--- src/rtl/sccal_pkg.sv ---
package sccal_pkg;

  localparam int FIELD_W = 8;
  localparam int CMD_W   = 4;

  localparam logic [3:0] CODE_HOLD  = 4'd0;
  localparam logic [3:0] CODE_SHIFT = 4'd1;
  localparam logic [3:0] CODE_SET   = 4'd2;
  localparam logic [3:0] CODE_READ  = 4'd3;

  localparam logic [7:0] LAST_SEC  = 8'h59;
  localparam logic [7:0] LAST_MIN  = 8'h59;
  localparam logic [7:0] LAST_HOUR = 8'h23;
  localparam logic [7:0] LAST_YEAR = 8'h99;
  localparam logic [3:0] LAST_MON  = 4'd12;
  localparam logic [3:0] LAST_DOW  = 4'd6;

  typedef struct packed {
    logic [7:0] year;
    logic [3:0] month;
    logic [3:0] dow;
    logic [7:0] day;
    logic [7:0] hour;
    logic [7:0] min;
    logic [7:0] sec;
  } caltime_t;

  localparam int TIME_W = $bits(caltime_t);

  function automatic logic [7:0] bcd_inc(input logic [7:0] v);
    if (v[3:0] == 4'd9) return {v[7:4] + 4'd1, 4'd0};
    return {v[7:4], v[3:0] + 4'd1};
  endfunction

  function automatic logic [7:0] month_last_day(input logic [3:0] m);
    case (m)
      4'd2:                     return 8'h28;
      4'd4, 4'd6, 4'd9, 4'd11:  return 8'h30;
      default:                  return 8'h31;
    endcase
  endfunction

endpackage

--- src/rtl/sccal_front.sv ---
module sccal_front #(
  parameter int CMD_W = 4
) (
  input  logic             clk,
  input  logic             rst,
  input  logic             ser_clk,
  input  logic             ser_stb,
  input  logic             ser_di,
  output logic             clk_rise,
  output logic             stb_rise,
  output logic [CMD_W-1:0] cmd_q,
  output logic [CMD_W-1:0] mode_q,
  output logic             stage_out
);

  logic clk_d, stb_d;

  assign clk_rise  = ser_clk & ~clk_d;
  assign stb_rise  = ser_stb & ~stb_d;
  assign stage_out = cmd_q[0];

  always_ff @(posedge clk) begin
    if (rst) begin
      clk_d  <= 1'b0;
      stb_d  <= 1'b0;
      cmd_q  <= '0;
      mode_q <= '0;
    end else begin
      clk_d <= ser_clk;
      stb_d <= ser_stb;
      if (clk_rise) cmd_q  <= {ser_di, cmd_q[CMD_W-1:1]};
      if (stb_rise) mode_q <= cmd_q;
    end
  end

endmodule

--- src/rtl/sccal_shreg.sv ---
module sccal_shreg #(
  parameter int SR_W = 48
) (
  input  logic            clk,
  input  logic            rst,
  input  logic            shift_en,
  input  logic            din,
  input  logic            load_en,
  input  logic [SR_W-1:0] load_val,
  output logic [SR_W-1:0] sr_q
);

  always_ff @(posedge clk) begin
    if (rst)           sr_q <= '0;
    else if (load_en)  sr_q <= load_val;
    else if (shift_en) sr_q <= {din, sr_q[SR_W-1:1]};
  end

endmodule

--- src/rtl/sccal_counters.sv ---
module sccal_counters
  import sccal_pkg::*;
(
  input  logic     clk,
  input  logic     rst,
  input  logic     tick,
  input  logic     hold,
  input  logic     load_en,
  input  caltime_t load_val,
  output caltime_t now_q
);

  caltime_t nxt;
  logic w_sec, w_min, w_hour, w_day, w_mon;

  always_comb begin
    w_sec  = (now_q.sec == LAST_SEC);
    w_min  = w_sec  && (now_q.min == LAST_MIN);
    w_hour = w_min  && (now_q.hour == LAST_HOUR);
    w_day  = w_hour && (now_q.day == month_last_day(now_q.month));
    w_mon  = w_day  && (now_q.month == LAST_MON);

    nxt     = now_q;
    nxt.sec = w_sec ? 8'h00 : bcd_inc(now_q.sec);
    if (w_sec)
      nxt.min = (now_q.min == LAST_MIN) ? 8'h00 : bcd_inc(now_q.min);
    if (w_min)
      nxt.hour = (now_q.hour == LAST_HOUR) ? 8'h00 : bcd_inc(now_q.hour);
    if (w_hour) begin
      nxt.day = w_day ? 8'h01 : bcd_inc(now_q.day);
      nxt.dow = (now_q.dow == LAST_DOW) ? 4'd0 : now_q.dow + 4'd1;
    end
    if (w_day)
      nxt.month = w_mon ? 4'd1 : now_q.month + 4'd1;
    if (w_mon)
      nxt.year = (now_q.year == LAST_YEAR) ? 8'h00 : bcd_inc(now_q.year);
  end

  always_ff @(posedge clk) begin
    if (rst) begin
      now_q       <= '0;
      now_q.day   <= 8'h01;
      now_q.month <= 4'd1;
    end else if (load_en) begin
      now_q <= load_val;
    end else if (tick && !hold) begin
      now_q <= nxt;
    end
  end

endmodule

--- src/rtl/serial_calendar_clock.sv ---
module serial_calendar_clock
  import sccal_pkg::*;
#(
  parameter int CMD_W = sccal_pkg::CMD_W
) (
  input  logic clk,
  input  logic rst,
  input  logic sec_tick,
  input  logic ser_clk,
  input  logic ser_stb,
  input  logic ser_di,
  output logic ser_do
);

  localparam int SR_W = TIME_W;

  logic             clk_rise, stb_rise, stage_out;
  logic [CMD_W-1:0] cmd_q, mode_q;
  logic [SR_W-1:0]  shreg_q;
  caltime_t         time_q;
  logic             do_shift, do_read, do_set, cnt_hold;

  assign do_shift = clk_rise && !stb_rise && (mode_q == CMD_W'(CODE_SHIFT));
  assign do_read  = stb_rise && (cmd_q == CMD_W'(CODE_READ));
  assign do_set   = stb_rise && (cmd_q == CMD_W'(CODE_SET));
  assign cnt_hold = (mode_q == CMD_W'(CODE_SET));

  sccal_front #(.CMD_W(CMD_W)) u_front (
    .clk       (clk),
    .rst       (rst),
    .ser_clk   (ser_clk),
    .ser_stb   (ser_stb),
    .ser_di    (ser_di),
    .clk_rise  (clk_rise),
    .stb_rise  (stb_rise),
    .cmd_q     (cmd_q),
    .mode_q    (mode_q),
    .stage_out (stage_out)
  );

  sccal_shreg #(.SR_W(SR_W)) u_shreg (
    .clk      (clk),
    .rst      (rst),
    .shift_en (do_shift),
    .din      (stage_out),
    .load_en  (do_read),
    .load_val (time_q),
    .sr_q     (shreg_q)
  );

  sccal_counters u_cnt (
    .clk      (clk),
    .rst      (rst),
    .tick     (sec_tick),
    .hold     (cnt_hold),
    .load_en  (do_set),
    .load_val (caltime_t'(shreg_q)),
    .now_q    (time_q)
  );

  assign ser_do = shreg_q[0];

endmodule

--- config.mk ---
export PLATFORM = sky130hd
export DESIGN_NAME = serial_calendar_clock
export DESIGN_NICKNAME = d
export VERILOG_FILES = /design/src/rtl/sccal_pkg.sv /design/src/rtl/sccal_front.sv /design/src/rtl/sccal_shreg.sv /design/src/rtl/sccal_counters.sv /design/src/rtl/serial_calendar_clock.sv
export SDC_FILE = /design/constraint.sdc
export NUM_CORES = 1
export LEC_CHECK = 0
export ABC_AREA = 1
export ABC_CLOCK_PERIOD_IN_PS = 2700
export BUFFER_PORTS_ARGS = -buffer_cell sky130_fd_sc_hd__buf_2
export CAP_MARGIN = 10
export CORE_UTILIZATION = 50
export DETAILED_ROUTE_END_ITERATION = 6
export PLACE_DENSITY = 0.67
export SLEW_MARGIN = 20
export SYNTH_ARGS = -nofsm -noshare
export SYNTH_HDL_FRONTEND = slang
export SYNTH_HIERARCHICAL = 1
export SYNTH_SLANG_ARGS = --single-unit
--- constraint.sdc ---
create_clock -name clk -period 2.7 [get_ports clk]
set_clock_uncertainty 0.15 [all_clocks]
set_input_delay 0.27 -clock clk [delete_from_list [all_inputs] [get_ports clk]]
set_output_delay 0.27 -clock clk [all_outputs]
set_load 0.05 [all_outputs]
# Yosys cells after proc, flatten, opt, wreduce, memory -nomap -nowiden

Index checks and enable logic that the tools add are counted.

Bitwise gates (word level): 4
Reductions and logical operators: 34
Multiplexer cells: 36
Equality and inequality tests: 21
$add $sub $neg: 12

Operator list:

| cell                  | count |
|---|---|
| $mux W48              | 4 |
| $mux W8               | 18 |
| $add A4 B1 Y4 const B | 12 |
| $eq A4 B4 Y1 const B  | 8 |
| $eq A4 B2 Y1 const B  | 4 |
| $eq A8 B7 Y1 const B  | 2 |
| $reduce_bool A3 Y1    | 5 |
| $reduce_bool A2 Y1    | 7 |
| $eq A4 B3 Y1 const B  | 3 |
| $mux W12              | 1 |
| $mux W4               | 3 |
| $reduce_and A2 Y1     | 6 |
| $reduce_and A3 Y1     | 4 |
| $pmux W5 S2           | 1 |
| $logic_and A1 B1 Y1   | 9 |
| $mux W1               | 9 |
| $eq A8 B6 Y1          | 1 |
| $eq A8 B6 Y1 const B  | 1 |
| $eq A8 B8 Y1 const B  | 1 |
| $eq A4 B1 Y1 const B  | 1 |
| $reduce_or A4 Y1      | 1 |
| $and A1 B1 Y1         | 2 |
| $logic_not A1 Y1      | 2 |
| $not A1 Y1            | 2 |

Bits in registers: 106
Word-level logic and storage cells: 124
Output and inout port bits: 1
Input port bits: 6

# Longest topological paths before layout

Gate-level depths: netlist of the first run.

Depth after elaboration: 12
Mapped depth: 13

# By module

Netlist of the first run, hierarchy kept.

By module, submodules not included:

| module                | area each (um2) | cells an instance | times used |
|---|---|---|---|
| sccal_counters        | 3269.4          | 487               | 1 |
| sccal_shreg           | 2408.6          | 409               | 1 |
| sccal_front           | 405.4           | 57                | 1 |
| serial_calendar_clock | 58.8            | 15                | 1 |

# Worst setup path before layout of the first run

No wires, ideal clock.

Path kind: flip-flop to flip-flop
Start point: reg u_front.stb_d
End point: reg u_cnt/now_q[14] (netlist bit)
Stages on the path, launching flop included: 10
Arrival: 1.642 ns
Setup slack: 0.838 ns
Buffers on the path: 2
Setup time: 0.070 ns
Clock period less this slack: 1.862 ns
Path through: dfxtp_1 > nor2_4 > nand2_1 > nor2_1 > buf_2 > buf_1 > nand2_1 > o21ai_0 > nand3_1 > a21oi_1

Longest elaborated chain between the ends: 5
Elaborated cells on any way between the ends: 8

RTL lines:

| what                                                                      | RTL line                    | RTL |
|---|---|---|
| start, declared                                                           | sccal_front.sv:16           | `logic clk_d, stb_d;` |
| start signal, assigned                                                    | sccal_front.sv:30           | `stb_d <= ser_stb;` |
| $not A1 Y1 (*)                                                            | sccal_front.sv:19           | `assign stb_rise = ser_stb & ~stb_d;` |
| $and A1 B1 Y1 (*)                                                         | sccal_front.sv:19           |  |
| named net stb_rise                                                        | serial_calendar_clock.sv:17 | `logic clk_rise, stb_rise, stage_out;` |
| $logic_and A1 B1 Y1 (*)                                                   | serial_calendar_clock.sv:25 | `assign do_set = stb_rise && (cmd_q == CMD_W'(CODE_SET));` |
| named net do_set                                                          | serial_calendar_clock.sv:21 | `logic do_shift, do_read, do_set, cnt_hold;` |
| $reduce_bool A3 Y1 (no line) / $reduce_bool A2 Y1 (equally long branches) | n/a                         |  |
| $reduce_and A3 Y1 (no line)                                               | n/a                         |  |
| end signal, assigned                                                      | sccal_counters.sv:45        | `now_q <= load_val;` |
| end signal, assigned                                                      | sccal_counters.sv:47        | `now_q <= nxt;` |
| end, declared                                                             | sccal_counters.sv:10        | `output caltime_t now_q` |

The timed path passes the listed nets; every way through them passes the cells marked *.
A chain may end at the register's enable or synchronous reset.

# Worst setup path after layout of the first run

Start point: reg u_front.stb_d
End point: reg u_cnt/now_q[22] (netlist bit)

The elaborated chain is that of the path after synthesis.

==> reports/qor.txt, run 1 <==
================================================================================
Count leader, synth                                                      nand2_1
Maximum level of the CTS H-tree                                                3
Start point of the critical path                                    u_front/stb_d$_SDFF_PP0_
Overall die area                                                       12700 um2
End point of the worst hold path                                    u_front/stb_d$_SDFF_PP0_
Delay of the slowest cell on the worst path                              0.39 ns
Post-route setup TNS                                                        0 ns
Hold-fix buffer count after cts                                                0
RSZ-0062 raised after global routing                                          no
Source of the worst register-to-register timing path                u_front/stb_d$_SDFF_PP0_
Min Hold Slack                                                         0.0535 ns
Path type of the worst setup path                                     reg -> reg
Most frequent cell on the critical path                                  nand2_1
Relative max-transition margin                                             62.3%
Number of standard cells after synthesis                                     968
Required time of the critical path                                       2.79 ns
Cell type of the slowest stage on the worst timing path                  dfxtp_1
Reg2reg setup slack                                                      0.45 ns
Via count                                                                   5615
CTS tree                                                                    done
TritonCTS buffer count                                                         9
Post-synth cell types                                                         41
Cell area after technology mapping                                      6140 um2
Primary FF master, synth                                                 dfxtp_1
Pin count of the biggest net entering global routing                          49
Area of the multi-input gates                                           3390 um2
CP startpoint kind                                                      register
Type of destination of the critical path                                register
LEAKAGE                                                                  2.81 nW
Actual slew at the worst max-slew pin                                   0.565 ns
Count of max-cap constraint violations                                         0
Share of the yosys chip area belonging to registers                        34.5%
Total grt overflow                                                             0
Worst hold path stage count                                                    3
Cell type contributing the most total cell area after synthesis          dfxtp_1
Worst Path Max Fanout                                                         15
Number of enable flip-flop cells after synthesis                               0
Total routing usage reported by global routing                             23.1%
Vias in the first global route                                              5079
Clock tree sinks                                                             106
Final number of max-transition violations                                      0
Number of buffers added on ports                                               6
Deepest clock path buffer count                                                2
Growth of design area from synthesis to finish                             6.50%
Clk pin slew, worst setup/hold paths                                     0.07 ns
Final antenna-violating net count                                              0
Diodes inserted                                                                0
List of most frequent post-synthesis cells                          nand2_1 (353), inv_1 (107), dfxtp_1 (106)
Capturing point of the worst reg2reg path                           u_cnt/now_q[22]$_SDFFE_PP0P_
Skew-Pair Late Insertion Delay                                           0.35 ns
Via-per-instance ratio                                                      5.09
Result of the run                                                   finished clean
Fraction of final layout cells sized beyond drive strength 1               7.11%
Final period util                                                          83.3%
# setup viols final                                                            0
Syn. warnings                                                                  6
Register Area                                                           2120 um2
Avg Cell Area, Syn                                                      6.35 um2
Worst reg2reg path depth                                                      11
Clock tree root buffer cell                                            clkbuf_16
Crit path arrival time                                                   2.34 ns
Post-CTS repair timing setup buffer count                                      0
DRC Markers                                                                    0
Most area-consuming cells after synthesis                           dfxtp_1 (35%), nand2_1 (22%), a21oi_1 (6.8%)
Total iterations of the first detailed-routing run                             4
Power density over the cells                                          461 nW/um2
Area fraction of the dominant cell type after synthesis                    34.5%
Worst ir drop on vdd                                                  0.000378 V
Sum of net half-perimeters after detailed placement                      8.62 mm
Synthesized net count                                                        991
Number of top-level design ports                                               7
Die Y                                                                     113 um
# nets final                                                                 978
Wire length after detailed routing                                       13.7 mm
Share of flip-flops with an asynchronous set or reset                         0%
Number of antenna violations at the first check in global routing              0
First-pass GRT wire length                                               23.8 mm
Hold Startpoint                                                          ser_stb
Filler cells                                                                1261
Resize count post-CTS                                                          0
GP Congestion                                                              0.808
Die outline width                                                         113 um
Ordered list of cells on the worst path                             nor2_4, nand2_1, nor2_4, inv_2, o21ai_0, inv_2, nand2_1, nand2_1, inv_1, o21ai_1, nor2_1
Path category of the worst min-delay check                             in -> reg
Starting density of the core                                               51.1%
Core Box Area                                                          12000 um2
Max frequency                                                            444 MHz
Number of DRC markers in iteration 0                                         355
Post-synthesis register bit count                                            106
Floorplan row count                                                           40
Wire per inst                                                            12.4 um
Count of final hold-check violations                                           0
Fin crit period                                                          2.25 ns
================================================================================
final cells by class:
type                       count  share of cell area [%]
multi-input combinational    703                    51.8
clock buffer                  10                    3.65
clock inverter                 3                   0.287
inverter                     117                    6.75
sequential                   106                    32.4
timing repair buffer          18                    2.22
tap                          147                    2.81
worst max-delay path: cells and delay by family, from the launching register on:
family	cells	cell delay, ns
simple gates	6	0.71
buf+inv	3	0.55
flops	1	0.39
compound gates	2	0.32
per-layer routing:
| metal | wire length (um) | GRT usage, % | share of wire, % |
|---|---|---|---|
| met1 | 6870 | 30.5 | 50 |
| met2 | 6280 | 38.8 | 46 |
| met3 | 439 | 4.66 | 3.2 |
| met4 | 112 | 5.24 | 0.82 |
| met5 | 0 | 0 | 0 |
placed cells by master (no fill, tap or decap), types with 8 or more instances in the layout:
cell type  instances
inv_1            107
nand2_1          353
dfxtp_1          106
inv_2              9
buf_4             10
a21oi_1           84
clkbuf_16          9
nand3_1           44
o21ai_1           11
xor2_1            14
nor2_4             8
nand4_1            8
o21ai_0           25
ha_1              17
nor2_1            83
registers in the layout, indices dropped and copies added, names as in the netlist:
signal,cells
u_cnt/now_q,48
u_shreg/sr_q,48
u_front/cmd_q,4
u_front/mode_q,4
u_front/clk_d,1
u_front/stb_d,1
where the power goes:
group	internal, mW	total [mW]	switching [mW]
clock network	0.634	1.21	0.573
registers	1.59	1.61	0.0260
logic	0.0577	0.191	0.133
how the worst max path moves through the flow:
| stage | to | slack [ns] | depth (start not counted) |
|---|---|---|---|
| finish | u_cnt/now_q[22]$_SDFFE_PP0P_ | 0.45 | 11 |
| global route | u_cnt/now_q[23]$_SDFFE_PP0P_ | 0.22 | 11 |
| CTS | u_cnt/now_q[22]$_SDFFE_PP0P_ | 0.44 | 11 |
| detailed placement | u_cnt/now_q[22]$_SDFFE_PP0P_ | 0.38 | 13 |
| global placement | u_cnt/now_q[21]$_SDFFE_PP0P_ | 0.40 | 13 |
| floorplan | u_cnt/now_q[14]$_SDFFE_PP0P_ | 0.84 | 9 |
through the flow:
step | utilization, % | setup WS (ns) | instance area [um2] | instances | total power, mW
6_report | 54.5 | 0.450 | 6540 | 1104 | 3.01
5_1_grt | 54.5 | 0.219 | 6540 | 1104 | 3.12
4_1_cts | 54.3 | 0.442 | 6520 | 1103 | 3.05
3_5_place_dp | 52.1 | 0.380 | 6260 | 1090 | 1.84
3_3_place_gp | 52.1 | 0.396 | 6260 | 1090 | 1.84
2_1_floorplan | - | 0.838 | 6140 | 968 | 1.79
cell families after synthesis:
| group | synth area share (%) |
|---|---|
| multiplexers | 0.163 |
| AND/OR/NAND/NOR | 35.9 |
| XOR/XNOR | 2.71 |
| adder cells (fa/ha/maj) | 3.46 |
| AO/OA/AOI/OAI | 12.6 |
| flip-flops | 34.5 |
| buffers and inverters | 10.7 |
Power figures use the tool's default switching activity.
==> inputs of run 2 (changes only) <==
Settings changed: ABC_CLOCK_PERIOD_IN_PS 2700 to 2200.
Clock period 2.7 ns to 2.2 ns, I/O delays scaled along.
==> run 2 against run 1 <==
Net effect: core utilization is 1.6 points higher; power is 26% higher; routed wire length is 1.5% higher; fmax is 10% higher; worst setup slack worse by 0.29 ns; largest cell class unchanged; cell area is 3.0% higher; register-to-register slack worse by 0.29 ns; combinational power is 32% higher; critical path type unchanged.
==> reports/qor.txt, run 2 (synthesis gave the netlist of run 1 again) <==
================================================================================
Growth of design area from synthesis to finish                             9.68%
Register Area                                                           2130 um2
Die outline width                                                         113 um
Most frequent cell on the critical path                                  nand3_1
Vias in the first global route                                              5195
LEAKAGE                                                                  2.91 nW
Required time of the critical path                                       2.29 ns
Cell type of the slowest stage on the worst timing path                  dfxtp_1
Via count                                                                   5645
Total grt overflow                                                             0
Worst ir drop on vdd                                                  0.000578 V
Floorplan row count                                                           40
Capturing point of the worst reg2reg path                           u_cnt/now_q[35]$_SDFFE_PP0P_
Wire length after detailed routing                                       13.9 mm
Number of top-level design ports                                               7
Path type of the worst setup path                                     reg -> reg
Diodes inserted                                                                0
# setup viols final                                                            0
Critical Path End                                                   u_cnt/now_q[35]$_SDFFE_PP0P_
Switching power of the nets                                             0.931 mW
Start point of the critical path                                    u_cnt/now_q[13]$_SDFFE_PP0P_
Fin crit period                                                          2.05 ns
Number of DRC markers in iteration 0                                         386
DRC Markers                                                                    0
Count of max-cap constraint violations                                         0
Final period util                                                          93.0%
Relative max-transition margin                                             63.0%
Wire per inst                                                            12.4 um
GP Congestion                                                              0.839
Final antenna-violating net count                                              0
Ordered list of cells on the worst path                             inv_1, ha_1, nand3_1, nor2_4, nand3_2, nand2_2, inv_4, nor2_8, buf_4, nand3_1, nand2_1, a21oi_1
Pin count of the biggest net entering global routing                          65
Area of the multi-input gates                                           3400 um2
Crit path arrival time                                                   2.14 ns
Total iterations of the first detailed-routing run                             5
Clock tree root buffer cell                                            clkbuf_16
CTS tree                                                                    done
Via-per-instance ratio                                                      5.02
Combinational power share                                                   6.6%
TritonCTS buffer count                                                         9
Delay of the slowest cell on the worst path                              0.34 ns
Sum of internal, switching and leakage power                             3.79 mW
Worst Path Max Fanout                                                         12
Clock tree sinks                                                             106
Internal Dissipation                                                     2.86 mW
Maximum level of the CTS H-tree                                                3
Filler cells                                                                1230
Starting density of the core                                               51.1%
Result of the run                                                   finished clean
Source of the worst register-to-register timing path                u_cnt/now_q[13]$_SDFFE_PP0P_
Actual slew at the worst max-slew pin                                   0.556 ns
Die Y                                                                     113 um
# nets final                                                                 995
Share of total power consumed by net switching                             24.5%
Worst setup timing slack at the placement stage                        0.0309 ns
Total routing usage reported by global routing                             23.3%
Overall die area                                                       12700 um2
First-pass GRT wire length                                               24.3 mm
Count of final hold-check violations                                           0
Sequential share of power                                                  52.2%
Registers with the most flip-flops                                  u_cnt/now_q x48, u_shreg/sr_q x48
Sum of net half-perimeters after detailed placement                      8.71 mm
Clk pin slew, worst setup/hold paths                                     0.07 ns
Deepest clock path buffer count                                                2
Number of antenna violations at the first check in global routing              0
Power density over the cells                                          563 nW/um2
Final number of max-transition violations                                      0
Worst reg2reg path depth                                                      12
Reg2reg setup slack                                                      0.15 ns
Most common cell after layout, fill and taps aside                       nand2_1
Type of destination of the critical path                                register
Path category of the worst min-delay check                             in -> reg
Clk network pwr share                                                      41.1%
Fraction of final layout cells sized beyond drive strength 1               9.21%
Commonest cells after routing, fill and taps aside                  nand2_1 (351), inv_1 (107), dfxtp_1 (104)
Max frequency                                                            489 MHz
Skew-Pair Late Insertion Delay                                           0.36 ns
Crit path setup slack, layout                                           0.155 ns
CP startpoint kind                                                      register
Core Box Area                                                          12000 um2
Number of buffers added on ports                                               6
================================================================================
==> run 2: area by class of cell <==
class / instances / share of cell area, %
Clock buffer: 12 / 3.81
Multi-Input combinational cell: 703 / 50.5
Tap cell: 147 / 2.73
Inverter: 117 / 6.56
Clock inverter: 4 / 0.390
Timing Repair Buffer: 35 / 4.42
Sequential cell: 106 / 31.6
==> run 2: power groups by stage <==
| stage | combinational, mW | sequential, mW | clock, mW |
|---|---|---|---|
| global placement | 0.244 | 2.03 | 0 |
| global route | 0.285 | 1.99 | 1.67 |
| floorplan | 0.177 | 2.02 | 0 |
| CTS | 0.248 | 1.98 | 1.60 |
| detailed placement | 0.245 | 2.03 | 0 |
| finish | 0.252 | 1.98 | 1.56 |
==> run 2: layer usage <==
metal,up-vias,part of all wire (%),track usage [%]
met5,-,0,0
met4,0,0.70,4.89
met3,7,4.3,4.71
met2,98,46,39.7
met1,2517,49,30.4
li1,3023,-,-
==> run 2: critical path: cells and delay by family (launching register included) <==
kind | cells | cell delay (ns)
simple gates | 7 | 0.96
fa+ha+maj | 1 | 0.14
compound gates | 1 | 0.04
buf+inv | 3 | 0.31
flops | 1 | 0.34
==> run 2: what timing repair did <==
| action | CTS | global route |
|---|---|---|
| hold buffers | 2 | 0 |
| endpoints found under the setup margin | 0 | 22 |
| endpoints found under the hold margin | 2 | 0 |
| setup buffers | 0 | 6 |
| gates resized for setup | 0 | 7 |
==> run 2: worst min-delay path by stage <==
stage / from / to / slack, ns / cells after the start
2_1_floorplan: rst / u_front/clk_d$_SDFF_PP0_ / 0.14 / 1
3_3_place_gp: u_shreg/sr_q[36]$_SDFFE_PP0P_ / u_shreg/sr_q[36]$_SDFFE_PP0P_ / 0.31 / 2
3_5_place_dp: u_shreg/sr_q[36]$_SDFFE_PP0P_ / u_shreg/sr_q[36]$_SDFFE_PP0P_ / 0.32 / 2
4_1_cts: ser_di / u_front/cmd_q[3]$_SDFFE_PP0P_ / 0.01 / 5
5_1_grt: ser_di / u_front/cmd_q[3]$_SDFFE_PP0P_ / 0.03 / 5
6_report: ser_di / u_front/cmd_q[3]$_SDFFE_PP0P_ / 0.02 / 5
==> run 2: stage by stage <==
step | hold WS (ns) | TNS, ns | instance area [um2] | std cells | util, %
finish | 0.0227 | 0 | 6740 | 1124 | 56.1
global route | 0.0282 | -0.00719 | 6740 | 1124 | 56.1
CTS | 0.0127 | 0 | 6650 | 1117 | 55.3
detailed placement | 0.317 | 0 | 6340 | 1099 | 52.8
global placement | 0.314 | 0 | 6340 | 1099 | 52.8
floorplan | 0.142 | 0 | 6140 | 968 | -
